File: config.mk
export PLATFORM = sky130hd
export DESIGN_NAME = dbk_edge_judge
export DESIGN_NICKNAME = d
export VERILOG_FILES = /design/src/rtl/dbk_pkg.sv /design/src/rtl/dbk_thr_scale.sv /design/src/rtl/dbk_mask_eval.sv /design/src/rtl/dbk_flat_eval.sv /design/src/rtl/dbk_edge_judge.sv
export SDC_FILE = /design/constraint.sdc
export NUM_CORES = 1
export LEC_CHECK = 0
export ABC_AREA = 1
export BUFFER_PORTS_ARGS = -buffer_cell sky130_fd_sc_hd__clkbuf_2
export CAP_MARGIN = 20
export CORE_ASPECT_RATIO = 0.6
export CORE_MARGIN = 2
export CORE_UTILIZATION = 59
export CTS_CLUSTER_SIZE = 16
export DETAILED_ROUTE_END_ITERATION = 10
export PLACE_DENSITY = 0.81
export RECOVER_POWER = 50
export SKIP_CTS_REPAIR_TIMING = 1
export SYNTH_ARGS = -nofsm -noshare
export SYNTH_HDL_FRONTEND = slang
export SYNTH_SLANG_ARGS = --single-unit
File: constraint.sdc
create_clock -name clk -period 0.8 [get_ports clk]
set_input_delay 0.04 -clock clk [delete_from_list [all_inputs] [get_ports clk]]
set_output_delay 0.04 -clock clk [all_outputs]
set_load 0.01 [all_outputs]
File: src/rtl/dbk_pkg.sv
package dbk_pkg;
  typedef enum logic [1:0] {
    WID_4   = 2'b00,
    WID_8   = 2'b01,
    WID_16  = 2'b10,
    WID_RSV = 2'b11
  } dbk_width_e;

  typedef struct packed {
    logic en;
    logic hev;
    logic fin;
    logic fout;
  } dbk_flags_t;
endpackage

File: src/rtl/dbk_thr_scale.sv
module dbk_thr_scale #(
  parameter int THR_W    = 8,
  parameter int DEPTH_LO = 10,
  parameter int DEPTH_HI = 12,
  parameter int SCL_W    = THR_W + DEPTH_HI - 8,
  parameter int DIFF_W   = 13
) (
  input  logic              depth_sel,
  input  logic [THR_W-1:0]  thr_edge,
  input  logic [THR_W-1:0]  thr_inner,
  input  logic [THR_W-1:0]  thr_hev,
  output logic [SCL_W-1:0]  e_scl,
  output logic [SCL_W-1:0]  i_scl,
  output logic [SCL_W-1:0]  h_scl,
  output logic [DIFF_W-1:0] flat_thr
);
  localparam int SH_LO = DEPTH_LO - 8;
  localparam int SH_HI = DEPTH_HI - 8;

  logic [3:0] sh;

  always_comb begin
    sh       = depth_sel ? 4'(SH_HI) : 4'(SH_LO);
    e_scl    = SCL_W'(thr_edge)  << sh;
    i_scl    = SCL_W'(thr_inner) << sh;
    h_scl    = SCL_W'(thr_hev)   << sh;
    flat_thr = DIFF_W'(1) << sh;
  end
endmodule

File: src/rtl/dbk_mask_eval.sv
module dbk_mask_eval #(
  parameter int PIX_W  = 12,
  parameter int SCL_W  = 12,
  parameter int DIFF_W = PIX_W + 1
) (
  input  logic [3:0][PIX_W-1:0] p_near,
  input  logic [3:0][PIX_W-1:0] q_near,
  input  logic [SCL_W-1:0]      e_scl,
  input  logic [SCL_W-1:0]      i_scl,
  input  logic [SCL_W-1:0]      h_scl,
  output logic                  en,
  output logic                  hev
);
  localparam int MET_W = DIFF_W + 2;
  localparam int CMP_W = (MET_W > SCL_W) ? MET_W : SCL_W;

  function automatic logic [DIFF_W-1:0] adiff(input logic [PIX_W-1:0] a,
                                              input logic [PIX_W-1:0] b);
    return (a >= b) ? DIFF_W'(a - b) : DIFF_W'(b - a);
  endfunction

  logic [2:0] p_ok, q_ok;
  logic [DIFF_W-1:0] d_p10, d_q10, d_pq0, d_pq1;
  logic [DIFF_W-1:0] d_var;
  logic [CMP_W-1:0]  edge_met;

  for (genvar g = 0; g < 3; g++) begin : g_nbr
    assign p_ok[g] = CMP_W'(adiff(p_near[g+1], p_near[g])) <= CMP_W'(i_scl);
    assign q_ok[g] = CMP_W'(adiff(q_near[g+1], q_near[g])) <= CMP_W'(i_scl);
  end

  always_comb begin
    d_p10    = adiff(p_near[1], p_near[0]);
    d_q10    = adiff(q_near[1], q_near[0]);
    d_pq0    = adiff(p_near[0], q_near[0]);
    d_pq1    = adiff(p_near[1], q_near[1]);
    d_var    = (d_p10 > d_q10) ? d_p10 : d_q10;
    edge_met = (CMP_W'(d_pq0) << 1) + CMP_W'(d_pq1 >> 1);
    en       = (&p_ok) && (&q_ok) && (edge_met <= CMP_W'(e_scl));
    hev      = CMP_W'(d_var) > CMP_W'(h_scl);
  end
endmodule

File: src/rtl/dbk_flat_eval.sv
module dbk_flat_eval #(
  parameter int PIX_W  = 12,
  parameter int NUM    = 3,
  parameter int DIFF_W = PIX_W + 1
) (
  input  logic [NUM-1:0][PIX_W-1:0] pix,
  input  logic [PIX_W-1:0]          anchor,
  input  logic [DIFF_W-1:0]         flat_thr,
  output logic                      all_flat
);
  logic [NUM-1:0] ok;

  for (genvar g = 0; g < NUM; g++) begin : g_cmp
    logic [DIFF_W-1:0] d;
    assign d     = (pix[g] >= anchor) ? DIFF_W'(pix[g] - anchor)
                                      : DIFF_W'(anchor - pix[g]);
    assign ok[g] = d <= flat_thr;
  end

  assign all_flat = &ok;
endmodule

File: src/rtl/dbk_edge_judge.sv
module dbk_edge_judge #(
  parameter int PIX_W    = 12,
  parameter int THR_W    = 8,
  parameter int DEPTH_LO = 10,
  parameter int DEPTH_HI = 12
) (
  input  logic                  clk,
  input  logic                  rst_n,
  input  logic                  in_valid,
  input  logic [7:0][PIX_W-1:0] p_pix,
  input  logic [7:0][PIX_W-1:0] q_pix,
  input  logic [THR_W-1:0]      thr_edge,
  input  logic [THR_W-1:0]      thr_inner,
  input  logic [THR_W-1:0]      thr_hev,
  input  logic [1:0]            width_sel,
  input  logic                  depth_sel,
  output logic                  out_valid,
  output logic                  flt_en,
  output logic                  hev,
  output logic                  flat_in,
  output logic                  flat_out
);
  import dbk_pkg::*;

  localparam int SCL_W  = THR_W + DEPTH_HI - 8;
  localparam int DIFF_W = PIX_W + 1;

  logic [SCL_W-1:0]  e_scl, i_scl, h_scl;
  logic [DIFF_W-1:0] flat_thr;
  logic              en_c, hev_c;
  logic              in_p_ok, in_q_ok, out_p_ok, out_q_ok;
  dbk_width_e        wmode;
  dbk_flags_t        flags_d, flags_q;
  logic              vld_d, vld_q;

  dbk_thr_scale #(
    .THR_W(THR_W), .DEPTH_LO(DEPTH_LO), .DEPTH_HI(DEPTH_HI),
    .SCL_W(SCL_W), .DIFF_W(DIFF_W)
  ) u_scale (
    .depth_sel(depth_sel), .thr_edge(thr_edge), .thr_inner(thr_inner),
    .thr_hev(thr_hev), .e_scl(e_scl), .i_scl(i_scl), .h_scl(h_scl),
    .flat_thr(flat_thr)
  );

  dbk_mask_eval #(.PIX_W(PIX_W), .SCL_W(SCL_W), .DIFF_W(DIFF_W)) u_mask (
    .p_near(p_pix[3:0]), .q_near(q_pix[3:0]),
    .e_scl(e_scl), .i_scl(i_scl), .h_scl(h_scl),
    .en(en_c), .hev(hev_c)
  );

  dbk_flat_eval #(.PIX_W(PIX_W), .NUM(3), .DIFF_W(DIFF_W)) u_in_p (
    .pix(p_pix[3:1]), .anchor(p_pix[0]), .flat_thr(flat_thr), .all_flat(in_p_ok)
  );
  dbk_flat_eval #(.PIX_W(PIX_W), .NUM(3), .DIFF_W(DIFF_W)) u_in_q (
    .pix(q_pix[3:1]), .anchor(q_pix[0]), .flat_thr(flat_thr), .all_flat(in_q_ok)
  );
  dbk_flat_eval #(.PIX_W(PIX_W), .NUM(4), .DIFF_W(DIFF_W)) u_out_p (
    .pix(p_pix[7:4]), .anchor(p_pix[0]), .flat_thr(flat_thr), .all_flat(out_p_ok)
  );
  dbk_flat_eval #(.PIX_W(PIX_W), .NUM(4), .DIFF_W(DIFF_W)) u_out_q (
    .pix(q_pix[7:4]), .anchor(q_pix[0]), .flat_thr(flat_thr), .all_flat(out_q_ok)
  );

  // next-state
  always_comb begin
    wmode        = dbk_width_e'(width_sel);
    flags_d      = flags_q;
    vld_d        = in_valid;
    if (in_valid) begin
      flags_d.en   = en_c;
      flags_d.hev  = hev_c;
      flags_d.fin  = en_c && in_p_ok && in_q_ok &&
                     ((wmode == WID_8) || (wmode == WID_16));
      flags_d.fout = flags_d.fin && out_p_ok && out_q_ok && (wmode == WID_16);
    end
  end

  // registers
  always_ff @(posedge clk or negedge rst_n) begin
    if (!rst_n) begin
      flags_q <= '0;
      vld_q   <= 1'b0;
    end else begin
      vld_q   <= vld_d;
      flags_q <= flags_d;
    end
  end

  assign out_valid = vld_q;
  assign flt_en    = flags_q.en;
  assign hev       = flags_q.hev;
  assign flat_in   = flags_q.fin;
  assign flat_out  = flags_q.fout;
endmodule

==> out/results.ini, run 1 <==
[synth]
postSynthRegisterBits=5
ys_seq_area_share_pct=0.401
yosysWarningCount=0
yosysTopAreaCell=ha_1
synth_top_area_share_pct=25.0
synth_cell_types=61
syn_inst=5645
synth_top_cells_by_area=ha_1 (25%), nand2_1 (24%), inv_1 (12%), a21oi_1 (5.8%), nor2_1 (5.3%)
synth_area_mm2=0.0312
synthArstFlopShare_pct=100
synth_edf_count=0
synth_area_per_cell_um2=5.53
ys.flop_type=dfrtp_1

[placement]
dp_hpwl_mm=136
dp.cells=8036
io_buffers=226
pre_cts_ws_ns=-4.12
gp_congestion=1.28

[run_status]
failed_stage=global routing (5_1_grt)
stop_error=[ERROR GRT-0232] Routing congestion too high. Check the congestion heatmap in the GUI.
status=did not finish

[sta]
worstEpCategory=register input
postGrtWorstEndpoint=flat_out$_DFFE_PN0P_/D

[floorplanning]
io_pins=227
die_w_um=301
fp.dieH_um=182
std_cell_rows=65
start_util_pct=59.6

[grt]
grt_start_max_net_pins=26
track_usage_pct=79.6
grt_overflow=203

[clock_network]
clock_sinks=5
htreeDepth=1
clockRootBuffer=clkbuf_16
clockBufferDepth=2
numCtsBuffers=3

## metal layers
layer,GRT overflow,global-route usage [%]
met4,69,70.9
met3,14,70.7
met1,14,80.4
met2,103,91.2
met5,3,62.9
## stage by stage
step | area [µm²] | setup TNS (ns)
floorplan | 31500 | -13.74
global placement | 44600 | -14.73
detailed placement | 44600 | -16.18
CTS | 44700 | -15.94
## cell usage after synthesis (9+ instances only)
cell type / count
xnor2_1: 37
nor2_1: 443
nand4_1: 83
nand2_1: 1974
mux2i_1: 15
o21ai_1: 14
o31ai_1: 9
a21oi_1: 363
nand2_2: 24
nand3_1: 307
a21o_1: 22
o21ai_0: 206
buf_6: 17
nor3_1: 19
nand3_2: 16
o211ai_1: 10
xor2_1: 147
a21oi_2: 13
ha_1: 623
nand3b_1: 15
inv_2: 18
o21a_1: 16
a21boi_0: 12
fa_1: 41
buf_2: 21
a31oi_1: 9
nor2_2: 18
and2_1: 15
o21bai_1: 57
inv_1: 982
or2_2: 17
## kinds of logic after synthesis
family	synth area share (%)
AND/OR/NAND/NOR	39.1
buffers and inverters	13.3
AO/OA/AOI/OAI	13.9
adder cells (fa/ha/maj)	27.6
XOR/XNOR	5.16
multiplexers	0.481
flip-flops	0.401
other	0.0241
==> run 2, diff against run 1 <==
--- a/config.mk
+++ b/config.mk
@@ -8,12 +8,10 @@
 export ABC_AREA = 1
 export BUFFER_PORTS_ARGS = -buffer_cell sky130_fd_sc_hd__clkbuf_2
 export CAP_MARGIN = 20
-export CORE_ASPECT_RATIO = 0.6
 export CORE_MARGIN = 2
-export CORE_UTILIZATION = 59
-export CTS_CLUSTER_SIZE = 16
+export CORE_UTILIZATION = 40
 export DETAILED_ROUTE_END_ITERATION = 10
-export PLACE_DENSITY = 0.81
+export PLACE_DENSITY_LB_ADDON = 0.15
 export RECOVER_POWER = 50
 export SKIP_CTS_REPAIR_TIMING = 1
 export SYNTH_ARGS = -nofsm -noshare
==> constraint.sdc (replaced) <==
create_clock -name clk -period 1 [get_ports clk]
set_input_delay 0.05 -clock clk [delete_from_list [all_inputs] [get_ports clk]]
set_output_delay 0.05 -clock clk [all_outputs]
set_load 0.01 [all_outputs]
==> run 2 against run 1 <==
Synthesized cell count is the same. Area after synthesis is the same. The flow now finishes, with violations (setup timing).
==> out/results.ini, run 2 <==
[setup_path]
start_kind=primary input
cp_max_fo=7
reg2reg_depth=2
timing_worst_setup_path_type=primary input to register
rrSetupSlack_ns=0.30
worst_r2r_endpoint=flat_in
max_stage_delay_ns=0.54
endpoint=flat_in
regToRegStartpoint=flat_in
required_ns=1.17
crit_arrival_ns=4.74
cp_slowest_cell=or4_4
startpoint=p_pix[13]
setup.worst_path.end_class=register

[run_status]
status=finished with violations
violations=setup timing

[cells_and_area]
layout.nets=8410
final_cell_mix=nand2_1 (1917), buf_4 (1665), inv_1 (940)
fillCellCount=7920
drive_above_1_share_pct=30.6
syn_to_final_growth_pct=53.9
final_cells=8568
final_common_cell=nand2_1

[sta]
hold-worst-slack_ns=0.0965
rsz0062_at_grt=true
skew_ns=0
slew_headroom_pct=57.8
setup_ws_ns=-3.57
tightest_slew_ns=0.633
hold_viol=0
finalSetupViolations=4
min_period_ns=4.57
finalCritPeriodShare_pct=457
fmax_mhz=219
slew_viol_final=0

[floorplanning]
std_cell_rows=102
start_util_pct=40.4
io_pins=227
core_area_mm2=0.0773
die-area_mm2=0.0803
die_w_um=283
fp.dieH_um=283

[grt]
grt_pass1_wl_mm=227
antenna_found_initial=7
track_usage_pct=36.2
grt_pass1_vias=40200
grt_start_max_net_pins=16
grt_overflow=0

[clock_network]
clockBufferDepth=2
htreeDepth=1
cts_tree=yes
clock_sinks=5
path_clk_slew_ns=0.04
clock_latency_ns=0.24
clockRootBuffer=clkbuf_16
numCtsBuffers=3

[placement]
dp.cells=8521
gp_congestion=1.03
dp_hpwl_mm=135
io_buffers=226
pre_cts_ws_ns=-4.05

[routing]
dr.pass1.iters=6
post_drt_wl_per_cell_um=17.8
drc=0
vias_per_cell=4.95
antenna_left=0
vias=42400
wl_mm=153
first_iter_violations=3092

[synth]
synth_top_cells_by_area=ha_1 (25%), nand2_1 (24%), inv_1 (12%), a21oi_1 (5.8%), nor2_1 (5.3%)
yosysTopAreaCell=ha_1
yosys-top-cells-count=nand2_1 (1974), inv_1 (982), ha_1 (623)
yosysMostFrequentCell=nand2_1
synth_edf_count=0
yosysWarningCount=0
synth_cell_types=61
synth_area_per_cell_um2=5.53
postSynthRegisterBits=5
syn_inst=5645
synth_top_area_share_pct=25.0
ys_seq_area_share_pct=0.401
ys.flop_type=dfrtp_1
synthArstFlopShare_pct=100
synth_area_mm2=0.0312

[pwr]
irDropWorstVdd_uv=701
power_density_mw_per_mm2=906
total_power_uw=43500
p_leak_uw=0.0288

[run]
drv_cap=0

[min_path]
worstHoldPathType=primary input to register

## run 2: cell counts after synthesis
Identical to the previous run, type by type.
## run 2: worst max-delay path, delay by kind of cell
kind	cells	cell delay [ns]
xor+xnor	2	0.37
mux	1	0.17
simple gates	13	1.78
compound gates	7	1.09
buf+inv	5	0.48
fa+ha+maj	3	0.78
## run 2: routing by layer
| metal | track usage, % | up-vias | routed length, µm |
|---|---|---|---|
| met5 | 0 | - | 0 |
| met4 | 13.7 | 0 | 7240 |
| met3 | 2.21 | 290 | 8480 |
| met2 | 61.3 | 1313 | 69000 |
| met1 | 48.0 | 19200 | 68000 |
| li1 | - | 21600 | - |
## run 2: cell type report
| class | instances | area [µm²] | share of cell area [%] |
|---|---|---|---|
| Antenna cell | 5 | 12.5 | 0.0261 |
| Tap cell | 1040 | 1300 | 2.71 |
| Sequential cell | 5 | 125 | 0.261 |
| Clock inverter | 1 | 5.00 | 0.0104 |
| Clock buffer | 3 | 75.1 | 0.156 |
| Multi-Input combinational cell | 4592 | 28400 | 59.2 |
| Inverter | 1002 | 3810 | 7.94 |
| Timing Repair Buffer | 1920 | 14300 | 29.7 |
## run 2: stage by stage
stage	TNS [ns]	util, %	area, µm²
5_1_grt	-14.83	62.1	48000
6_report	-14.08	62.1	48000
3_3_place_gp	-15.51	59.7	46200
2_1_floorplan	-12.98	-	31500
3_5_place_dp	-15.89	59.7	46200
4_1_cts	-15.03	59.8	46200
## run 2: worst min path at each step
stage | from | endpoint | depth (start not counted) | slack, ns
detailed placement | rst_n | out_valid | 1 | -0.12
CTS | rst_n | out_valid | 1 | -0.36
global route | in_valid | out_valid | 2 | 0.1
finish | in_valid | out_valid | 2 | 0.1
global placement | rst_n | out_valid | 1 | -0.11
floorplan | rst_n | flat_in | 0 | -0.25
## run 2: cell families after synthesis
group	Yosys count	share of synthesized area, %
fa+ha+maj	664	27.6
compound gates	763	13.9
mux	15	0.481
flops	5	0.401
buf+inv	1058	13.3
simple gates	2954	39.1
xor+xnor	184	5.16
other cells	2	0.0241
## run 2: power by group
part           switching (µW)  internal [µW]  total (µW)
logic                   23100          19500       42600
clock network             170            526         696
registers                17.9            226         244
total                   23200          20300       43500
No activity file was read; power rests on OpenSTA's default activity.
==> run 3, diff against run 2 <==
--- a/config.mk
+++ b/config.mk
@@ -5,7 +5,6 @@
 export SDC_FILE = /design/constraint.sdc
 export NUM_CORES = 1
 export LEC_CHECK = 0
-export ABC_AREA = 1
 export BUFFER_PORTS_ARGS = -buffer_cell sky130_fd_sc_hd__clkbuf_2
 export CAP_MARGIN = 20
 export CORE_MARGIN = 2
==> run 3 against run 2 <==
Final cell count is 30% lower. Core utilization is 0.85 points lower. Clock skew stayed put. Area after synthesis is 16% lower. The run still ends with setup timing left. Non-clock buffer count is 233 lower. Die area is 16% lower. Cell area is 18% lower. Combinational power is 15% lower. Highest routed layer is now met5. Sequential cell count stayed put. First-iteration DRC count is 14% lower.
==> out/results.ini, run 3 <==
[setup_path]
reg2reg_depth=2
startpoint=p_pix[7]
endpoint=hev
max_stage_delay_ns=0.39
cp_slowest_cell=ha_1
timing_worst_setup_path_type=primary input to register
start_kind=primary input
cp_max_fo=5
crit_arrival_ns=5.73
rrSetupSlack_ns=0.14
critical_path_cell_count=38
required_ns=1.10
crit_buf_inv=7
regToRegStartpoint=hev
cpMostUsedCell=o21ai_1
setup.worst_path.end_class=register
cp_top_family=compound AO/OA/AOI/OAI gates
worst_r2r_endpoint=hev

[min_path]
worstHoldPathType=primary input to register

[floorplanning]
core_area_mm2=0.0645
fp.dieH_um=259
io_pins=227
start_util_pct=40.5
die-area_mm2=0.0673
std_cell_rows=93
die_w_um=259

[clock_network]
clockRootBuffer=clkbuf_16
clock_sinks=5
cts_tree=yes
htreeDepth=1
numCtsBuffers=3
clockBufferDepth=2
path_clk_slew_ns=0.04
clock_latency_ns=0.24

[cells_and_area]
syn_to_final_growth_pct=51.3
final_common_cell=buf_4
fin_util_pct=61.3
drive_above_1_share_pct=36.0
fillCellCount=6178
final_cell_mix=buf_4 (1447), ha_1 (607), a21oi_1 (350)
multi_input_area_mm2=0.0247
n_antenna_cell=0
final-seq-area_um2=125
layout.nets=6006

[placement]
gp_congestion=1.05
io_buffers=226
dp_hpwl_mm=114

[sta]
setup_ws_ns=-4.62
slew_headroom_pct=27.6
finalCritPeriodShare_pct=562
fmax_mhz=178
slew_viol_final=0
finalSetupViolations=4
min_period_ns=5.62
tightest_slew_ns=1.08
hold_viol=0
rsz0062_at_grt=true
skew_ns=0

[pwr]
p_seq_share_pct=0.7
p_leak_uw=0.0211
combPwrFrac_pct=97.3
irDropWorstVdd_uv=609
power_density_mw_per_mm2=945
netSwitchingPower_uw=18900
clockPowerShare_pct=2.0
total_power_uw=37300
p_int_uw=18400
power_switching_share_pct=50.6

[synth]
ys_seq_area_share_pct=0.480
synth_edf_count=0
synth_top_cells_by_area=ha_1 (30%), a21oi_1 (6.9%), mux2i_1 (5.4%), inv_1 (4.6%), a21o_1 (4.2%)
synthArstFlopShare_pct=100
yosysMostFrequentCell=ha_1
synth_cell_types=89
yosysWarningCount=0
synth_area_mm2=0.0261
ys.flop_type=dfrtp_1
postSynthRegisterBits=5
synth_top_area_share_pct=29.9
synth_area_per_cell_um2=7.32
yosys-top-cells-count=ha_1 (623), a21oi_1 (361), inv_1 (322)
syn_inst=3563
yosysTopAreaCell=ha_1

[grt]
grt_use_met3_pct=5.02
grt_start_max_net_pins=31
grt_pass1_wl_mm=192
grt_pass1_vias=32200
use_met1_pct=49.4
grt_overflow=0
top_usage_layer=met2
antenna_found_initial=5
use_met2_pct=60.4
track_usage_pct=37.7

[routing]
antenna_left=0
vias_per_cell=5.63
wl_mm=132
drc=0
first_iter_violations=2655
post_drt_wl_per_cell_um=22.0
dr.pass1.iters=6
vias=33600

[run_status]
violations=setup timing
status=finished with violations

[run]
drv_cap=0

-- run 3: changes by cell type after synthesis, sizes merged, moves of 51 or more --
cell | before | now
nand2 | 2000 | 217
inv | 1000 | 323
nor2 | 464 | 161
nand3 | 330 | 99
mux2i | 15 | 142
a21o | 22 | 147
clkbuf | 8 | 121
nor2b | 1 | 78
xor2 | 147 | 81
xnor2 | 37 | 88
-- run 3: cell families (layout without fill, tap and decap cells) --
logic type,Yosys count,in the layout,share of synthesized area (%)
AO/OA/AOI/OAI,1194,1194,29.8
AND/OR/NAND/NOR,887,887,17.3
adder cells (fa/ha/maj),664,664,33.0
buffers and inverters,466,2014,6.82
multiplexers,176,176,6.91
XOR/XNOR,169,169,5.67
flip-flops,5,5,0.480
other,2,10,0.0288
-- run 3: through the flow --
stage                     hold WS [ns]  std cells  setup TNS, ns  setup WS [ns]  cell area (µm²)
final                            0.161       5974         -18.00          -4.62            39500
after detailed placement       -0.0941       5951         -19.88          -5.13            38800
after CTS                       -0.350       5955         -18.97          -4.89            38900
after global placement         -0.0887       5951         -19.21          -4.92            38800
after floorplan                 -0.246       3571         -16.95          -4.37            26300
after global routing             0.161       5974         -18.74          -4.91            39500
-- run 3: how the worst min path moves through the flow --
stage                     slack, ns   endpoint      from  cells past startpoint
after floorplan               -0.25    flat_in     rst_n                      0
after global placement        -0.09  out_valid     rst_n                      1
after detailed placement      -0.09  out_valid     rst_n                      1
after CTS                     -0.35  out_valid     rst_n                      1
after global routing           0.16  out_valid  in_valid                      2
final                          0.16  out_valid  in_valid                      2
-- run 3: power groups by stage --
stage	Sequential (µW)	Clock, µW	Combinational, µW
floorplan	239	0	17700
global placement	256	0	34200
detailed placement	252	0	34400
CTS	249	738	34600
global route	251	757	39300
finish	254	735	36300
-- run 3: cell type report --
class                           instances  area share (%)
Inverter                              323            3.15
Tap cell                              855            2.71
Sequential cell                         5           0.317
Multi-Input combinational cell       3100            62.7
Clock buffer                            4           0.200
Timing Repair Buffer                 1687            30.9
-- run 3: routing by layer --
metal  vias up  part of all wire [%]
met1     15700                    42
met3       297                   8.1
met4         8                   6.0
met2      1440                    44
li1      16200                     -
met5         -                 0.040
